`src/rtl/subcarrier_nco_pkg.sv`:
```
package subcarrier_nco_pkg;

   localparam int WORD_W = 32;

   typedef enum logic [1:0] {
      STD_NTSC  = 2'd0,
      STD_PAL   = 2'd1,
      STD_PAL_M = 2'd2,
      STD_PAL_N = 2'd3
   } tv_std_e;

   localparam logic [WORD_W-1:0] FCW_NTSC   = 32'h21F0_7C1F;
   localparam logic [WORD_W-1:0] FCW_PAL    = 32'h2A09_8ACB;
   localparam logic [WORD_W-1:0] FCW_PAL_M  = 32'h21E6_EFE3;
   localparam logic [WORD_W-1:0] FCW_PAL_N  = 32'h21F6_9446;
   localparam logic [WORD_W-1:0] FCW_MAIN_RST = 32'h29C7_1C72;
   localparam logic [WORD_W-1:0] FCW_ALT_RST  = 32'h284B_DA13;

   function automatic logic [WORD_W-1:0] std_fcw(tv_std_e s);
      case (s)
         STD_NTSC:  return FCW_NTSC;
         STD_PAL:   return FCW_PAL;
         STD_PAL_M: return FCW_PAL_M;
         default:   return FCW_PAL_N;
      endcase
   endfunction

endpackage

```
`src/rtl/nco_fcw_bank.sv`:
```
module nco_fcw_bank
   import subcarrier_nco_pkg::*;
#(
   parameter int HALF_W = 16,
   localparam int NH     = WORD_W / HALF_W,
   localparam int HIDX_W = (NH > 1) ? $clog2(NH) : 1,
   localparam int ADDR_W = HIDX_W + 1
) (
   input  logic              clk,
   input  logic              rst_n,
   input  logic              soft_rst,
   input  logic              wr_en,
   input  logic [ADDR_W-1:0] wr_addr,
   input  logic [HALF_W-1:0] wr_data,
   input  tv_std_e           std_sel,
   input  logic              custom_en,
   input  logic              secam_en,
   input  logic              line_odd,
   output logic [WORD_W-1:0] fcw_o
);

   if ((WORD_W % HALF_W) != 0) begin : g_bad_half
      $error("HALF_W must divide the word width");
   end

   logic [WORD_W-1:0] main_q;
   logic [WORD_W-1:0] alt_q;

   for (genvar h = 0; h < NH; h++) begin : g_half
      localparam int LSB = WORD_W - (h + 1) * HALF_W;
      logic [HALF_W-1:0] main_r;
      logic [HALF_W-1:0] alt_r;
      logic              hit;

      assign hit = wr_en && (wr_addr[HIDX_W-1:0] == HIDX_W'(h));

      always_ff @(posedge clk or negedge rst_n) begin
         if (!rst_n) begin
            main_r <= FCW_MAIN_RST[LSB +: HALF_W];
            alt_r  <= FCW_ALT_RST[LSB +: HALF_W];
         end else if (soft_rst) begin
            main_r <= FCW_MAIN_RST[LSB +: HALF_W];
            alt_r  <= FCW_ALT_RST[LSB +: HALF_W];
         end else if (hit) begin
            if (wr_addr[ADDR_W-1]) alt_r  <= wr_data;
            else                   main_r <= wr_data;
         end
      end

      assign main_q[LSB +: HALF_W] = main_r;
      assign alt_q[LSB +: HALF_W]  = alt_r;
   end

   always_comb begin
      if (secam_en)       fcw_o = line_odd ? alt_q : main_q;
      else if (custom_en) fcw_o = main_q;
      else                fcw_o = std_fcw(std_sel);
   end

endmodule

```
`src/rtl/nco_phase_acc.sv`:
```
module nco_phase_acc
   import subcarrier_nco_pkg::*;
#(
   parameter int PH_W  = 10,
   parameter int OFS_W = 8,
   localparam int ACC_W = WORD_W - 1
) (
   input  logic              clk,
   input  logic              rst_n,
   input  logic              soft_rst,
   input  logic              line_start,
   input  logic              pix_tick,
   input  logic [OFS_W-1:0]  phase_ofs,
   input  logic [WORD_W-1:0] fcw,
   output logic [PH_W-1:0]   phase_o
);

   if (PH_W > ACC_W || OFS_W > ACC_W) begin : g_bad_width
      $error("phase or offset wider than the accumulator");
   end

   logic [ACC_W-1:0] acc_q;
   logic [ACC_W-1:0] acc_sum;

   assign acc_sum = ACC_W'({1'b0, acc_q} + fcw);

   always_ff @(posedge clk or negedge rst_n) begin
      if (!rst_n)          acc_q <= '0;
      else if (soft_rst)   acc_q <= '0;
      else if (line_start) acc_q <= {phase_ofs, {(ACC_W-OFS_W){1'b0}}};
      else if (pix_tick)   acc_q <= acc_sum;
   end

   always_ff @(posedge clk or negedge rst_n) begin
      if (!rst_n) phase_o <= '0;
      else        phase_o <= acc_q[ACC_W-1 -: PH_W];
   end

endmodule

```
`src/rtl/nco_line_timing.sv`:
```
module nco_line_timing #(
   parameter int CNT_W       = 10,
   parameter int BURST_START = 20,
   parameter int BURST_LEN   = 36,
   localparam int BURST_END  = BURST_START + BURST_LEN
) (
   input  logic clk,
   input  logic rst_n,
   input  logic soft_rst,
   input  logic line_start,
   input  logic pix_tick,
   output logic line_odd_o,
   output logic burst_o
);

   if (BURST_START < 1 || BURST_END >= (1 << CNT_W)) begin : g_bad_window
      $error("burst window must start after line start and fit the counter");
   end

   logic [CNT_W-1:0] cnt_q;

   always_ff @(posedge clk or negedge rst_n) begin
      if (!rst_n) begin
         cnt_q      <= '0;
         line_odd_o <= 1'b0;
      end else if (soft_rst) begin
         cnt_q      <= '0;
         line_odd_o <= 1'b0;
      end else if (line_start) begin
         cnt_q      <= '0;
         line_odd_o <= ~line_odd_o;
      end else if (pix_tick && (cnt_q != '1)) begin
         cnt_q      <= cnt_q + 1'b1;
      end
   end

   assign burst_o = (cnt_q >= CNT_W'(BURST_START)) && (cnt_q < CNT_W'(BURST_END));

endmodule

```
`src/rtl/subcarrier_nco.sv`:
```
module subcarrier_nco
   import subcarrier_nco_pkg::*;
#(
   parameter int HALF_W      = 16,
   parameter int PH_W        = 10,
   parameter int OFS_W       = 8,
   parameter int CNT_W       = 10,
   parameter int BURST_START = 20,
   parameter int BURST_LEN   = 36,
   localparam int NH     = WORD_W / HALF_W,
   localparam int ADDR_W = ((NH > 1) ? $clog2(NH) : 1) + 1
) (
   input  logic              clk,
   input  logic              rst_n,
   input  logic              soft_rst,
   input  logic              pix_tick,
   input  logic              line_start,
   input  logic              wr_en,
   input  logic [ADDR_W-1:0] wr_addr,
   input  logic [HALF_W-1:0] wr_data,
   input  logic [1:0]        std_sel,
   input  logic              custom_en,
   input  logic              secam_en,
   input  logic [OFS_W-1:0]  phase_ofs,
   output logic [PH_W-1:0]   phase_o,
   output logic              burst_o,
   output logic              v_invert_o
);

   if (OFS_W > PH_W) begin : g_bad_ofs
      $error("offset must fit inside the phase output");
   end

   tv_std_e           std_e;
   logic              line_odd;
   logic [WORD_W-1:0] fcw;

   assign std_e = tv_std_e'(std_sel);

   nco_fcw_bank #(.HALF_W(HALF_W)) u_bank (
      .clk       (clk),
      .rst_n     (rst_n),
      .soft_rst  (soft_rst),
      .wr_en     (wr_en),
      .wr_addr   (wr_addr),
      .wr_data   (wr_data),
      .std_sel   (std_e),
      .custom_en (custom_en),
      .secam_en  (secam_en),
      .line_odd  (line_odd),
      .fcw_o     (fcw)
   );

   nco_phase_acc #(.PH_W(PH_W), .OFS_W(OFS_W)) u_acc (
      .clk        (clk),
      .rst_n      (rst_n),
      .soft_rst   (soft_rst),
      .line_start (line_start),
      .pix_tick   (pix_tick),
      .phase_ofs  (phase_ofs),
      .fcw        (fcw),
      .phase_o    (phase_o)
   );

   nco_line_timing #(
      .CNT_W       (CNT_W),
      .BURST_START (BURST_START),
      .BURST_LEN   (BURST_LEN)
   ) u_line (
      .clk        (clk),
      .rst_n      (rst_n),
      .soft_rst   (soft_rst),
      .line_start (line_start),
      .pix_tick   (pix_tick),
      .line_odd_o (line_odd),
      .burst_o    (burst_o)
   );

   assign v_invert_o = line_odd && (std_e != STD_NTSC) && !secam_en;

endmodule

```
`config.mk`:
```
export PLATFORM = sky130hd
export DESIGN_NAME = subcarrier_nco
export DESIGN_NICKNAME = d
export VERILOG_FILES = /design/src/rtl/subcarrier_nco_pkg.sv /design/src/rtl/nco_fcw_bank.sv /design/src/rtl/nco_phase_acc.sv /design/src/rtl/nco_line_timing.sv /design/src/rtl/subcarrier_nco.sv
export SDC_FILE = /design/constraint.sdc
export NUM_CORES = 1
export LEC_CHECK = 0
export ABC_AREA = 1
export BUFFER_PORTS_ARGS = -buffer_cell sky130_fd_sc_hd__buf_2
export CAP_MARGIN = 15
export CELL_PAD_IN_SITES_DETAIL_PLACEMENT = 1
export CELL_PAD_IN_SITES_GLOBAL_PLACEMENT = 2
export CORE_UTILIZATION = 37
export CTS_CLUSTER_SIZE = 24
export DETAILED_ROUTE_END_ITERATION = 8
export HOLD_SLACK_MARGIN = 0.15
export PLACE_DENSITY_LB_ADDON = 0.05
export SYNTH_ARGS = -nofsm -noshare
export SYNTH_HDL_FRONTEND = slang
export SYNTH_HIERARCHICAL = 1
export SYNTH_SLANG_ARGS = --single-unit
```
`constraint.sdc`:
```
create_clock -name clk -period 7.8 [get_ports clk]
set_input_delay 0.78 -clock clk [delete_from_list [all_inputs] [get_ports clk]]
set_output_delay 0.78 -clock clk [all_outputs]
set_load 0.02 [all_outputs]
```
Yosys cells after proc, flatten, opt, wreduce, memory -nomap -nowiden

Index checks and enable logic that the tools add are counted.

Register bits: 114
Bits of input ports: 36
Logic and storage cells: 59

Add/sub/neg operators: 2
Magnitude comparators: 2
Equality and inequality tests: 4
Muxes and demuxes: 22
Bitwise logic cells: 2
Reduce and logical (&&, ||, !) cells: 19

Operators by type and width:

| cell                                                                | number |
|---|---|
| 2-to-1 mux 31 bit                                                   | 6 |
| 2-to-1 mux 16 bit                                                   | 6 |
| case mux 28 bit (3 select lines)                                    | 1 |
| 2-to-1 mux 15 bit                                                   | 4 |
| adder 31 bit                                                        | 1 |
| 2-to-1 mux 10 bit                                                   | 3 |
| adder 10 x 1 -> 10 bit (second input constant)                      | 1 |
| greater-or-equal comparator 10 x 5 -> 1 bit (second input constant) | 1 |
| less-than comparator 10 x 6 -> 1 bit (second input constant)        | 1 |
| inequality test 10 bit (second input constant)                      | 1 |
| nonzero test 2 bit                                                  | 5 |
| AND reduction 2 bit                                                 | 4 |
| logical AND 1 bit                                                   | 6 |
| nonzero test 3 bit                                                  | 2 |
| equality test 2 x 1 -> 1 bit (second input constant)                | 1 |
| equality test 2 bit (second input constant)                         | 1 |
| zero test 2 bit                                                     | 1 |
| 2-to-1 mux 1 bit                                                    | 2 |
| inequality test 2 bit (second input constant)                       | 1 |
| NOT 1 bit                                                           | 2 |
| zero test 1 bit                                                     | 1 |

Depth between registers and ports, before layout

Depth in word-level cells: 8
Mapped depth: 19
Depth with buffers taken out: 19

Modules after synthesis

Netlist, hierarchy kept.

Modules (own cells, without submodules):

| module          | instances | cells each | area each (µm²) | seq. area each (µm²) |
|---|---|---|---|---|
| nco_fcw_bank    | 1         | 568        | 3827.4          | 1637.8 |
| nco_phase_acc   | 1         | 608        | 3687.3          | 1026.0 |
| nco_line_timing | 1         | 91         | 747.0           | 275.3 |
| subcarrier_nco  | 1         | 4          | 15.0            | 0.0 |

Least setup slack after synthesis

OpenSTA, ideal clock, no wires.

Path kind: input port to flip-flop
Start point: input port custom_en
End point: register u_acc.acc_q[8]
Setup time: 122 ps
Data arrival time: 2675 ps
Data required time: 7678 ps
Path slack: 5003 ps
Stages: 13
Buffers on the path: 1
Cells stage by stage: inv_2 > nor2_1 > buf_2 > nand2_1 > nand3_1 > ha_1 > fa_1 > nand3_1 > nand3_1 > nand2_1 > nand2_1 > or2_2 > a32o_1

Longest elaborated chain between the ends: 6

RTL lines:

| what                 | RTL line             | source |
|---|---|---|
| start, declared      | subcarrier_nco.sv:22 | `input logic custom_en,` |
| 2-to-1 mux 31 bit    | nco_fcw_bank.sv:56   | `else if (custom_en) fcw_o = main_q;` |
| 2-to-1 mux 31 bit    | nco_fcw_bank.sv:55   | `if (secam_en) fcw_o = line_odd ? alt_q : main_q;` |
| named net fcw[0]     | subcarrier_nco.sv:36 | `logic [WORD_W-1:0] fcw;` |
| adder 31 bit         | nco_phase_acc.sv:25  | `assign acc_sum = ACC_W'({1'b0, acc_q} + fcw);` |
| 2-to-1 mux 31 bit    | nco_phase_acc.sv:31  | `else if (pix_tick) acc_q <= acc_sum;` |
| 2-to-1 mux 31 bit    | nco_phase_acc.sv:30  | `else if (line_start) acc_q <= {phase_ofs, {(ACC_W-OFS_W){1'b0}}};` |
| 2-to-1 mux 31 bit    | nco_phase_acc.sv:29  | `else if (soft_rst) acc_q <= '0;` |
| end signal, assigned | nco_phase_acc.sv:30  |  |
| end signal, assigned | nco_phase_acc.sv:31  |  |
| end, declared        | nco_phase_acc.sv:22  | `logic [ACC_W-1:0] acc_q;` |

The timed path passes the listed nets, and every way through them passes these cells. The select of a mux whose other input is x is not followed.
A chain may end at the register's enable or synchronous reset.

Worst setup path in the final report

Start point: input port secam_en
End point: register u_acc.acc_q[28]

Longest elaborated chain between the ends: 5

RTL lines:

| what              | RTL line             | source |
|---|---|---|
| start, declared   | subcarrier_nco.sv:23 | `input logic secam_en,` |
| 2-to-1 mux 31 bit | nco_fcw_bank.sv:55   |  |
| named net fcw[0]  | subcarrier_nco.sv:36 |  |
| adder 31 bit      | nco_phase_acc.sv:25  |  |
| 2-to-1 mux 31 bit | nco_phase_acc.sv:31  |  |
| 2-to-1 mux 31 bit | nco_phase_acc.sv:30  |  |
| 2-to-1 mux 31 bit | nco_phase_acc.sv:29  |  |

The timed path passes the listed nets, and every way through them passes these cells. The select of a mux whose other input is x is not followed.

==> flow_summary.ini <==
[critical_path]
crit_path_start_kind = primary input
cp_cell_sequence = buf_2, nor2_1, buf_4, nand2_1, nand3_1, ha_1, fa_1, nand3_1, nand3_1, nand3_1, nand3_1, nand2_1, nand2_1, nand2_1, nand3_1, nand2_1, nand2_1
worstReg2RegStart = u_line/line_odd_o
slowest_delay_ns = 0.51
startpoint = secam_en
crit_type = primary input to register
worstPathArrival_ns = 3.74
worst-path-max-fanout = 34
required_ns = 8.12
slowest_stage = buf_2
critPathCaptureType = register

[global_routing]
gr-total-overflow = 0
grt_pass1_wl_um = 43300
grt_pass1_vias = 7933
grt_busiest_layer = met2
antenna_found_initial = 0
grt.met1_usage_pct = 33.7
use_met2_pct = 43.3
use_met3_pct = 3.70
grt_max_degree = 61
grt_util_all_layers_pct = 25.4

[hold_path]
hold_class = register to register
hold_start = u_acc/acc_q[24]

[power]
sequentialPowerShare_pct = 35.0
p_int_uw = 1340
comb_power_share_pct = 21.6
p_total_uw = 2000
switching_share_pct = 33.0
peakVddDrop_v = 0.000122
p_leak_uw = 0.00524
p_per_area_nw_per_um2 = 216
power_switching_uw = 660
p_clk_share_pct = 43.4

[clock_network]
cts_max_path_buffers = 2
htree_levels = 4
clk_pin_slew_worst_paths_ns = 0.06
cts_tree = done
post-cts-setup-buffer-count = 0
cts_made_buffers = 17
cts.sinks = 114
cts_resized = 0
cts_root_buffer = clkbuf_16
clk_latency_ns = 0.43
hold_buffers = 0

[die]
die_area_um2 = 22700
start_util_pct = 37.6
io_pins = 48
core_area_um2 = 21800
row_count = 54
die_w_um = 151
die_h_um = 151

[timing]
holdWs_ns = 0.429
worst_clock_skew_ns = 0.0121
finalHoldViolations = 0
report.final.slew_viol_count = 0
rsz0062_at_grt = no
period_needed_ns = 3.42
setup_ws_ns = 4.38
finalCritPeriodShare_pct = 43.9
max_freq_mhz = 292
finalSetupViolCount = 0
worst_pin_slew_ns = 0.937
maxSlewHeadroom_pct = 37.3
timing.setup.tns_ns = 0

[route]
num_vias = 7864
viasPerCell = 4.96
antenna_left = 0
dr.first_iter.drc_count = 388
firstDrtPassIters = 4
drc = 0
routed_wl_um = 27400
wl_per_cell_um = 17.2

[yosys]
syn_avg_cell_area_um2 = 6.50
synth_area_um2 = 8190
yosysWarnings = 6
synthCells = 1259
synth_nets = 1334

[status]
status = finished, final reports clean

[layout]
fillers = 2913
drive_gt1_share_pct = 12.7
layout_commonest_cell = nand2_1
nets = 1368
layout_common_cells = nand2_1, inv_1, nand3_1
fin_area_um2 = 9260
diodes = 0
area_growth_syn_to_layout_pct = 13.2

[place]
numPortBuffers = 47
place_congestion = 0.830
place_ws_ns = 4.01
dpl.hpwl_um = 20100
postPlaceCellArea_um2 = 8620

[job]
cap_violations = 0
## power by group through the flow
stage	Combinational (µW)	Clock (µW)	Sequential, µW
floorplan	294	0	704
global placement	432	0	709
detailed placement	437	0	709
CTS	441	888	700
global route	494	910	707
finish	433	869	700
## flip-flops by register name (all words and copies together), names as in the netlist
register / flops
u_acc/phase_o: 10
u_bank/g_half.alt_r: 31
u_bank/g_half.main_r: 31
u_line/line_odd_o: 1
u_acc/acc_q: 31
u_line/cnt_q: 10
## per-layer routing
layer  vias to the layer above  part of all wire [%]
met5                         -                     0
met4                         0                   1.2
met3                        20                   3.6
met2                        94                    48
met1                      3777                    48
li1                       3973                     -
## through the flow
stage	std cells	utilization, %
2_1_floorplan	1259	-
3_3_place_gp	1554	39.6
3_5_place_dp	1554	39.6
4_1_cts	1586	42.6
5_1_grt	1586	42.6
6_report	1586	42.6
## final timing paths
kind	depth (start not counted)	end	slack [ns]
worst max-delay path	17	u_acc/acc_q[28]	4.38
worst min-delay path	0	u_acc/phase_o[3]	0.43
worst max register to register	17	u_acc/acc_q[28]	4.40
worst min register to register	0	u_acc/phase_o[3]	0.43
max in group asynchronous	2	u_acc/acc_q[26]	6.07
min in group asynchronous	1	u_line/cnt_q[2]	0.44
## critical path: cells and delay by family
| kind | cells | cell delay [ns] |
|---|---|---|
| adders and majority gates | 2 | 0.79 |
| buffers and inverters | 2 | 0.74 |
| and+or+nand+nor | 13 | 1.40 |
## final cells by class
| class | count | area (µm²) | share of cell area (%) |
|---|---|---|---|
| tap | 280 | 350 | 3.78 |
| multi-input combinational | 928 | 4430 | 47.8 |
| timing repair buffer | 51 | 268 | 2.89 |
| clock inverter | 14 | 201 | 2.17 |
| inverter | 181 | 684 | 7.39 |
| sequential | 114 | 2890 | 31.2 |
| clock buffer | 18 | 439 | 4.74 |
Note: power is estimated with default switching activity, not from simulation.
